`src/rtl/e1fa_pkg.sv`:
```
package e1fa_pkg;
  localparam int FAS_LEN = 7;
  localparam logic [FAS_LEN-1:0] FAS_WORD = 7'b0011011;

  typedef enum logic [2:0] {
    ST_HUNT,
    ST_NFAS,
    ST_CONF,
    ST_LOCK,
    ST_HOLD
  } fa_state_e;
endpackage

```
`src/rtl/e1fa_window.sv`:
```
module e1fa_window #(
  parameter int W = 7
) (
  input  logic         clk_i,
  input  logic         rst_ni,
  input  logic         shift_i,
  input  logic         bit_i,
  output logic [W-1:0] win_o
);
  logic [W-2:0] sr_q;

  // newest bit at LSB; reset to ones so no false pattern before fill
  assign win_o = {sr_q, bit_i};

  always_ff @(posedge clk_i or negedge rst_ni) begin
    if (!rst_ni)      sr_q <= '1;
    else if (shift_i) sr_q <= win_o[W-2:0];
  end
endmodule

```
`src/rtl/e1fa_pos_cnt.sv`:
```
module e1fa_pos_cnt #(
  parameter int FRAME_BITS = 256,
  parameter int LOAD_POS   = 7,
  localparam int PW        = $clog2(FRAME_BITS)
) (
  input  logic          clk_i,
  input  logic          rst_ni,
  input  logic          adv_i,
  input  logic          load_i,
  output logic [PW-1:0] pos_o,
  output logic          fas_o,
  output logic [PW-1:0] nxt_pos_o,
  output logic          nxt_fas_o
);
  logic [PW-1:0] pos_q;
  logic          fas_q;
  logic          at_end;

  assign at_end    = (pos_q == PW'(FRAME_BITS - 1));
  assign nxt_pos_o = at_end ? '0 : pos_q + 1'b1;
  assign nxt_fas_o = fas_q ^ at_end;
  assign pos_o     = pos_q;
  assign fas_o     = fas_q;

  always_ff @(posedge clk_i or negedge rst_ni) begin
    if (!rst_ni) begin
      pos_q <= '0;
      fas_q <= 1'b0;
    end else if (adv_i) begin
      if (load_i) begin
        pos_q <= PW'(LOAD_POS);
        fas_q <= 1'b1;
      end else begin
        pos_q <= nxt_pos_o;
        fas_q <= nxt_fas_o;
      end
    end
  end
endmodule

```
`src/rtl/e1fa_ctrl.sv`:
```
module e1fa_ctrl
  import e1fa_pkg::*;
#(
  parameter int LOSS_LIMIT = 3,
  localparam int MW        = $clog2(LOSS_LIMIT + 1)
) (
  input  logic clk_i,
  input  logic rst_ni,
  input  logic valid_i,
  input  logic reframe_i,
  input  logic chk_i,
  input  logic fas_frame_i,
  input  logic fas_ok_i,
  input  logic nfas_ok_i,
  output logic load_o,
  output logic locked_o
);
  fa_state_e state_q, state_d;
  logic [MW-1:0] miss_q, miss_d;
  logic          word_ok;

  assign word_ok  = fas_frame_i ? fas_ok_i : nfas_ok_i;
  assign locked_o = (state_q == ST_LOCK);

  always_comb begin
    state_d = state_q;
    miss_d  = miss_q;
    load_o  = 1'b0;
    if (reframe_i) begin
      // no alignment held while hunting: keep hunting
      state_d = (state_q == ST_HUNT) ? ST_HUNT : ST_HOLD;
      miss_d  = '0;
    end else if (valid_i) begin
      unique case (state_q)
        ST_HUNT: if (fas_ok_i) begin
          state_d = ST_NFAS;
          load_o  = 1'b1;
        end
        ST_NFAS: if (chk_i) state_d = nfas_ok_i ? ST_CONF : ST_HUNT;
        ST_CONF: if (chk_i) begin
          state_d = fas_ok_i ? ST_LOCK : ST_HUNT;
          miss_d  = '0;
        end
        ST_LOCK: if (chk_i) begin
          if (word_ok) begin
            miss_d = '0;
          end else if (miss_q == MW'(LOSS_LIMIT - 1)) begin
            state_d = ST_HUNT;
            miss_d  = '0;
          end else begin
            miss_d = miss_q + 1'b1;
          end
        end
        ST_HOLD: if (chk_i && fas_frame_i) state_d = ST_HUNT;
        default: state_d = ST_HUNT;
      endcase
    end
  end

  always_ff @(posedge clk_i or negedge rst_ni) begin
    if (!rst_ni) begin
      state_q <= ST_HUNT;
      miss_q  <= '0;
    end else begin
      state_q <= state_d;
      miss_q  <= miss_d;
    end
  end
endmodule

```
`src/rtl/e1_basic_framer.sv`:
```
module e1_basic_framer
  import e1fa_pkg::*;
#(
  parameter int FRAME_BITS = 256,
  parameter int SLOT_BITS  = 8,
  parameter int LOSS_LIMIT = 3,
  localparam int PW        = $clog2(FRAME_BITS)
) (
  input  logic          clk_i,
  input  logic          rst_ni,
  input  logic          rx_bit_i,
  input  logic          rx_valid_i,
  input  logic          reframe_i,
  output logic          sync_no,
  output logic          frame_start_o,
  output logic          fas_frame_o,
  output logic [PW-1:0] bit_pos_o,
  output logic          tx_rai_o,
  output logic          mf_rst_o
);
  logic [FAS_LEN-1:0] win;
  logic [PW-1:0]      nxt_pos;
  logic               nxt_fas;
  logic               load, locked, chk, fas_ok, nfas_ok, fs_q;

  e1fa_window #(.W(FAS_LEN)) u_win (
    .clk_i   (clk_i),
    .rst_ni  (rst_ni),
    .shift_i (rx_valid_i),
    .bit_i   (rx_bit_i),
    .win_o   (win)
  );

  assign fas_ok  = (win == FAS_WORD);
  assign nfas_ok = win[FAS_LEN-1];  // bit two of slot 0
  assign chk     = rx_valid_i && (nxt_pos == PW'(SLOT_BITS - 1));

  e1fa_pos_cnt #(.FRAME_BITS(FRAME_BITS), .LOAD_POS(SLOT_BITS - 1)) u_cnt (
    .clk_i     (clk_i),
    .rst_ni    (rst_ni),
    .adv_i     (rx_valid_i),
    .load_i    (load),
    .pos_o     (bit_pos_o),
    .fas_o     (fas_frame_o),
    .nxt_pos_o (nxt_pos),
    .nxt_fas_o (nxt_fas)
  );

  e1fa_ctrl #(.LOSS_LIMIT(LOSS_LIMIT)) u_ctrl (
    .clk_i       (clk_i),
    .rst_ni      (rst_ni),
    .valid_i     (rx_valid_i),
    .reframe_i   (reframe_i),
    .chk_i       (chk),
    .fas_frame_i (nxt_fas),
    .fas_ok_i    (fas_ok),
    .nfas_ok_i   (nfas_ok),
    .load_o      (load),
    .locked_o    (locked)
  );

  always_ff @(posedge clk_i or negedge rst_ni) begin
    if (!rst_ni) fs_q <= 1'b0;
    else         fs_q <= rx_valid_i && locked && (nxt_pos == '0);
  end

  assign frame_start_o = fs_q;
  assign sync_no       = ~locked;
  assign tx_rai_o      = ~locked;
  assign mf_rst_o      = ~locked;
endmodule

```
`config.mk`:
```
export PLATFORM = sky130hd
export DESIGN_NAME = e1_basic_framer
export DESIGN_NICKNAME = d
export VERILOG_FILES = /design/src/rtl/e1fa_pkg.sv /design/src/rtl/e1fa_window.sv /design/src/rtl/e1fa_pos_cnt.sv /design/src/rtl/e1fa_ctrl.sv /design/src/rtl/e1_basic_framer.sv
export SDC_FILE = /design/constraint.sdc
export NUM_CORES = 1
export LEC_CHECK = 0
export ABC_AREA = 1
export ABC_CLOCK_PERIOD_IN_PS = 2500
export BUFFER_PORTS_ARGS = -buffer_cell sky130_fd_sc_hd__buf_4
export CORE_MARGIN = 2
export CORE_UTILIZATION = 45
export DETAILED_ROUTE_END_ITERATION = 16
export GPL_TIMING_DRIVEN = 0
export MAX_ROUTING_LAYER = met4
export PLACE_DENSITY_LB_ADDON = 0.15
export SYNTH_ARGS = -nofsm -noshare
export SYNTH_HDL_FRONTEND = slang
export SYNTH_HIERARCHICAL = 1
export SYNTH_SLANG_ARGS = --single-unit
```
`constraint.sdc`:
```
create_clock -name clk_i -period 2.5 [get_ports clk_i]
set_input_delay 0 -clock clk_i [delete_from_list [all_inputs] [get_ports clk_i]]
set_output_delay 0 -clock clk_i [all_outputs]
set_load 0.005 [all_outputs]
```
==> results of run 1 <==
state kept, by name, indices dropped and copies added, names as in the netlist:
| signal | cells |
|---|---|
| u_ctrl/state_q | 3 |
| u_win/sr_q | 6 |
| u_cnt/fas_o | 1 |
| u_cnt/pos_o | 8 |
| u_ctrl/miss_q | 2 |
| frame_start_o | 1 |
metal layers:
| layer | share of wire, % | global-route usage [%] | vias up |
|---|---|---|---|
| li1 | - | - | 665 |
| met4 | 0.47 | 4.87 | 0 |
| met1 | 49 | 25.6 | 585 |
| met3 | 3.5 | 2.62 | 2 |
| met2 | 47 | 29.4 | 21 |
| met5 | 0 | - | - |
cell usage in the layout (no fill, tap or decap), types with 2 or more instances in the layout:
cell type / synthesis / final
a21oi_1: 5 / 5
and2_1: 3 / 3
buf_4: 3 / 20
clkbuf_4: 0 / 3
dfrtp_1: 15 / 15
dfstp_2: 6 / 6
dlygate4sd3_1: 0 / 4
inv_1: 26 / 26
inv_2: 4 / 4
nand2_1: 70 / 70
nand2_2: 3 / 3
nand3_1: 20 / 20
nand4_1: 3 / 3
nor2_1: 17 / 17
nor2_2: 5 / 4
nor2_4: 2 / 3
nor3_1: 2 / 2
o21ai_0: 4 / 4
or2_2: 2 / 2
worst min-delay path, stage by stage:
cell	delay (ns)
clkbuf_2	0.14
nand2_1	0.10
nand2_1	0.05
cell type report:
cell class              instances  area (µm²)  share of cell area [%]
plain buffers                   4        27.5                    1.72
clock buffers                   4        26.3                    1.64
inverters                      30         113                    7.05
multi-input cells             144         692                    43.3
flip-flops and latches         21         533                    33.4
well taps                      31        38.8                    2.43
repair buffers                 21         168                    10.5
where the power goes:
| group | internal (µW) | total (µW) | switching, µW |
|---|---|---|---|
| logic | 210 | 485 | 276 |
| registers | 424 | 538 | 114 |
| clock network | 62.0 | 162 | 100 |
| total | 696 | 1190 | 490 |
worst min-delay path by stage:
stage / startpoint / end / slack, ns
5_1_grt: reframe_i / u_ctrl/state_q[2] / 0.03
3_3_place_gp: rst_ni / u_cnt/pos_o[0] / -0.10
6_report: reframe_i / u_ctrl/state_q[2] / 0.02
3_5_place_dp: rst_ni / u_cnt/pos_o[0] / -0.1
2_1_floorplan: rst_ni / frame_start_o / -0.30
4_1_cts: reframe_i / u_ctrl/state_q[2] / 0.008
cell families (layout without fill, tap and decap cells):
| group | count (synthesis) | in the layout | synth area share [%] |
|---|---|---|---|
| xor+xnor | 1 | 1 | 0.644 |
| simple gates | 129 | 129 | 43.4 |
| fa+ha+maj | 1 | 1 | 0.920 |
| compound gates | 13 | 13 | 5.52 |
| flops | 21 | 21 | 39.2 |
| buf+inv | 34 | 59 | 10.3 |
stage by stage:
step           total power (µW)  area [µm²]
2_1_floorplan               843        1360
3_5_place_dp               1010        1520
4_1_cts                    1190        1590
6_report                   1190        1600
3_3_place_gp               1000        1520
5_1_grt                    1300        1600
timing repair:
| item | 4_1_cts | 5_1_grt |
|---|---|---|
| endpoints found under the hold margin | 27 | 0 |
| buffers inserted | 0 | 1 |
| endpoints found under the setup margin | 0 | 3 |
| resized for setup | 0 | 1 |
| hold buffers | 4 | 0 |
==> results by group, run 1 <==
Run status
  – Outcome: finished with violations
  – Violations in the final reports: design-rule violations

Power and ir drop
  – Peak supply drop: 0.380 mV
  – Pwr/cell area: 742 mW/mm²
  – P_leak: 0.000839 µW

Yosys
  – Yosys top cell area share: 27.6%
  – Async SR Flop Fraction: 100%
  – Post-synth cell types: 26
  – Synth cell count leaders: nand2_1 (70), inv_1 (26), nand3_1 (20)
  – Post-synth top flop: dfrtp_1
  – Net Count, Synth: 205
  – Largest cells by area after synthesis: dfrtp_1 (28%), nand2_1 (19%), dfstp_2 (12%)
  – Sequential fraction of the synthesis area: 39.2%
  – Post-synthesis cell area: 0.00136 mm²
  – Synth Instances: 199
  – Seq cells post-synth: 21
  – EDFF count, synth: 0
  – Syn_area_per_cell: 6.83 µm²
  – Cell type with the highest aggregate area in the netlist: dfrtp_1
  – Most frequent cell after synthesis: nand2_1
  – Ys Warns: 6

Final layout
  – Layout area overhead: 17.5%
  – Finished Core Util: 57.0%
  – N_diodes: 0
  – Fill cells: 266
  – # nets final: 231
  – Final Instance Count excl. Fillers: 255
  – Share of layout cells above drive strength 1: 21.9%

Worst setup path
  – Worst reg2reg setup slack: 0.31 ns
  – Critical Path AT: 2.39 ns
  – Critical Path Start: u_cnt/pos_o[0]
  – Setup CP Type: reg2reg
  – Most frequent cell on the critical path: nand2_1
  – Startpoint Class: flip-flop
  – Setup crit end: u_ctrl/miss_q[0]
  – Worst R2R Start: u_cnt/pos_o[0]
  – RR Endpoint: u_ctrl/miss_q[0]
  – CP Max Fanout: 5
  – Delay-heaviest family, CP: simple AND/OR/NAND/NOR gates
  – CP bufs+invs: 1
  – WP data required: 2.70 ns
  – Crit-path max cell delay: 0.41 ns
  – CP Depth: 16
  – Setup crit end kind: flip-flop
  – Crit-path slowest cell: dfrtp_1
  – R2R depth: 16
  – Critical path, cell by cell: ha_1, nand2_2, nor2_4, nand2_2, nand2_1, a21oi_1, nor2_1, nand2_1, nor2_1, nor2_1, nand2_1, nand2_2, a21oi_2, inv_1, nand2_1, nand2_1

Timing
  – Tmin final: 2.19 ns
  – Final hold viol count: 0
  – Slew Limit Headroom: 76.4%
  – Worst Skew: 0.00568 ns
  – Tcrit/Tclk final: 87.6%
  – Final Max Tran Viols: 0
  – Setup TNS: 0 ns
  – Worst setup margin: 0.311 ns
  – Setup violators final: 0
  – RSZ-0062 raised after global routing: no
  – Max frequency: 457 MHz
  – Tightest Pin Transition: 0.353 ns
  – Hold slack: 0.0246 ns

Drt
  – WL/cell: 10.9 µm
  – Vias after detailed routing: 1,273
  – DRT iter0 DRCs: 56
  – # DRC: 1
  – DRT Wirelength: 2780 µm
  – DRT antenna net count: 0
  – Via/cell ratio: 4.99
  – Drt first pass iters: 10

Floorplan
  – Starting Density: 48.5%
  – Die Wd: 59.0 µm
  – Core footprint: 0.00281 mm²
  – Total Die Area: 0.00348 mm²
  – FP Rows: 19
  – Die Height: 59.0 µm
  – # IOs: 18

Placement
  – Post-detail-place hpwl: 2120 µm
  – Placer Congestion: 0.899
  – Setup slack at placement: 0.257 ns
  – Placed Instances: 246
  – I/O Buffers: 16

Global route
  – Largest net degree at the start of global routing: 22
  – Initial antenna violation count: 0
  – Vias in the first global route: 1,136
  – Global-route wire length before repair: 4930 µm
  – Global-route usage over all layers: 18.7%
  – Overflow after GRT: 0

CTS
  – Num CTS Buffers: 3
  – Clk root buf: clkbuf_4
  – TritonCTS sink count: 21
  – H-tree depth: 1
  – Clock Latency Late Sink: 0.30 ns
  – TritonCTS clock tree: yes
  – Longest Clk Path Bufs: 2
  – Clk pin slew, worst setup/hold paths: 0.12 ns

Hold path
  – Hold WC Path Type: in2reg
  – WHS Path Cells: 3

Flow run
  – Maxcap violations: 0
Power figures use the tool's default switching activity.
==> run 2, diff against run 1 <==
==> constraint.sdc (replaced) <==
create_clock -name clk_i -period 2.5 [get_ports clk_i]
set_input_delay 0.375 -clock clk_i [delete_from_list [all_inputs] [get_ports clk_i]]
set_output_delay 0.375 -clock clk_i [all_outputs]
set_load 0.005 [all_outputs]
==> run 2 against run 1 <==
  * The run still ends with design-rule violations left
  * Non-clock buffer count shrank 3
  * Critical path depth is the same
  * Clock power is essentially flat
  * Core utilization shrank 1.1 points
  * Flip-flop and latch count is the same
  * Count of clock-buffer cells in the layout is the same
  * Combinational power is essentially flat
  * Critical endpoint unchanged
  * Largest power group unchanged
==> results by group, run 2 (synthesis results as in run 1) <==
Run status
  – Outcome: finished with violations
  – Violations in the final reports: design-rule violations

Placement
  – Placed Instances: 246 (unchanged)
  – Setup slack at placement: 0.257 ns (unchanged)
  – Placer Congestion: 0.899 (unchanged)
  – I/O Buffers: 16 (unchanged)
  – Post-detail-place hpwl: 2120 µm (unchanged)

Drt
  – DRT iter0 DRCs: 53 (-5.4%)
  – # DRC: 1 (unchanged)
  – Drt first pass iters: 10 (unchanged)
  – Via/cell ratio: 5.02 (+0.48%)
  – DRT antenna net count: 0 (unchanged)
  – WL/cell: 10.9 µm (about the same)
  – DRT Wirelength: 2750 µm (-1.3%)
  – Vias after detailed routing: 1,264 (-0.71%)

CTS
  – TritonCTS clock tree: yes
  – Clk root buf: clkbuf_4
  – H-tree depth: 1 (unchanged)
  – Num CTS Buffers: 3 (unchanged)
  – TritonCTS sink count: 21 (unchanged)
  – Clk pin slew, worst setup/hold paths: 0.12 ns (about the same)
  – Clock Latency Late Sink: 0.30 ns (about the same)
  – Longest Clk Path Bufs: 2 (unchanged)

Floorplan
  – FP Rows: 19 (unchanged)
  – Die Height: 59.0 µm (unchanged)
  – Total Die Area: 0.00348 mm² (unchanged)
  – # IOs: 18 (unchanged)
  – Starting Density: 48.5% (unchanged)
  – Core footprint: 0.00281 mm² (unchanged)
  – Die Wd: 59.0 µm (unchanged)

Timing
  – Worst setup margin: 0.312 ns (+0.000887 ns)
  – Worst Skew: 0.00524 ns (-0.000439 ns)
  – Tightest Pin Transition: 0.353 ns (+0.000000834 ns)
  – Final Max Tran Viols: 0 (unchanged)
  – Tcrit/Tclk final: 87.5% (about the same)
  – Max frequency: 457 MHz (about the same)
  – Setup TNS: 0 ns (unchanged)
  – Slew Limit Headroom: 76.4% (unchanged)
  – Setup violators final: 0 (unchanged)
  – Hold slack: 0.276 ns (+0.251 ns)
  – Tmin final: 2.19 ns (-0.000887 ns)
  – RSZ-0062 raised after global routing: no
  – Final hold viol count: 0 (unchanged)

Worst setup path
  – RR Endpoint: u_ctrl/miss_q[0]
  – Worst reg2reg setup slack: 0.31 ns (about the same)
  – Startpoint Class: flip-flop
  – WP data required: 2.70 ns (about the same)
  – R2R depth: 16 (unchanged)
  – CP Max Fanout: 5 (unchanged)
  – Setup CP Type: reg2reg
  – Setup crit end kind: flip-flop
  – Worst R2R Start: u_cnt/pos_o[0]
  – Critical Path AT: 2.39 ns (about the same)

Final layout
  – Share of layout cells above drive strength 1: 22.2% (+0.30 points)
  – Commonest cells after routing, fill and taps aside: nand2_1 (70), inv_1 (26), nand3_1 (20), buf_4 (20), nor2_1 (17)
  – # nets final: 228 (-1.3%)
  – Layout area overhead: 15.3%
  – Commonest non-fill, non-tap cell in the layout: nand2_1
  – Final Instance Count excl. Fillers: 252 (-1.2%)
  – N_diodes: 0 (unchanged)
  – Finished Core Util: 55.9% (-1.1 points)
  – Max reg flops: 8 (unchanged)

Global route
  – Overflow after GRT: 0 (unchanged)
  – Vias in the first global route: 1,113 (-2.0%)
  – Global-route wire length before repair: 4860 µm (-1.4%)
  – Initial antenna violation count: 0 (unchanged)
  – Global-route usage over all layers: 18.5% (-0.24 points)
  – Largest net degree at the start of global routing: 22 (unchanged)

Power and ir drop
  – Switching share of power: 41.4% (+0.077 points)
  – Comb power frac: 40.7% (-0.2 points)
  – P_leak: 0.000827 µW (-1.3%)
  – Sw power: 489 µW (-0.12%)
  – Clock power share: 13.7% (about the same)
  – Peak supply drop: 0.380 mV (about the same)
  – Flop pwr share: 45.5% (about the same)
  – Int Pwr: 693 µW (-0.44%)
  – Pwr/cell area: 754 mW/mm² (+1.6%)

Hold path
  – Hold WC Path Type: in2reg
  – Hold Startpoint: rx_bit_i
  – Worst Hold Path EP: u_win/sr_q[0]
  – WHS Path Cells: 3 (unchanged)

Flow run
  – Maxcap violations: 0 (unchanged)
[run 2: changes by cell type in the layout (fill, tap and decap cells not counted)]
cell           before  now
dlygate4sd3_1       4    1
[run 2: through the flow]
step | total power, µW | area (µm²)
2_1_floorplan | 843 | 1360
6_report | 1180 | 1570
4_1_cts | 1190 | 1560
3_3_place_gp | 1000 | 1520
3_5_place_dp | 1010 | 1520
5_1_grt | 1300 | 1570
[run 2: power by group through the flow]
stage,sequential (µW),combinational (µW),clock (µW)
4_1_cts,539,473,174
6_report,538,482,162
2_1_floorplan,526,317,0
3_3_place_gp,540,460,0
5_1_grt,559,552,189
3_5_place_dp,545,469,0
[run 2: repair_timing]
item	4_1_cts	5_1_grt
buffers inserted	0	1
setup endpoints to repair	0	3
endpoints found under the hold margin	15	0
resized for setup	0	1
hold buffers	1	0
[run 2: routing by layer]
| metal | track usage [%] | up-vias | part of all wire, % |
|---|---|---|---|
| li1 | - | 659 | - |
| met1 | 25.5 | 580 | 49 |
| met2 | 28.7 | 23 | 47 |
| met3 | 2.62 | 2 | 3.7 |
| met4 | 4.87 | 0 | 0.47 |
| met5 | - | - | 0 |
[run 2: critical path, cell delays in order (launching register included)]
cell	delay [ns]
dfrtp_1	0.41
ha_1	0.19
nand2_2	0.11
nor2_4	0.14
nand2_2	0.10
nand2_1	0.09
a21oi_1	0.04
nor2_1	0.11
nand2_1	0.09
nor2_1	0.20
nor2_1	0.10
nand2_1	0.09
nand2_2	0.07
a21oi_2	0.15
inv_1	0.08
nand2_1	0.06
nand2_1	0.05
[run 2: worst max-delay path by stage]
stage / end / cells after the start / from / slack (ns)
detailed placement: u_ctrl/state_q[2] / 16 / u_cnt/pos_o[1] / 0.26
global placement: u_ctrl/state_q[2] / 16 / u_cnt/pos_o[1] / 0.31
finish: u_ctrl/miss_q[0] / 16 / u_cnt/pos_o[0] / 0.31
global route: u_ctrl/miss_q[0] / 16 / u_cnt/pos_o[0] / 0.02
floorplan: u_ctrl/state_q[2] / 15 / u_cnt/pos_o[1] / 0.54
CTS: u_ctrl/state_q[2] / 16 / u_cnt/pos_o[1] / 0.23
[run 2: area by class of cell]
type | count | area [µm²]
tap | 31 | 38.8
fill | 269 | 1240
timing repair buffer | 18 | 138
clock buffer | 4 | 26.3
buffer | 4 | 27.5
sequential | 21 | 533
inverter | 30 | 113
multi-input combinational | 144 | 692
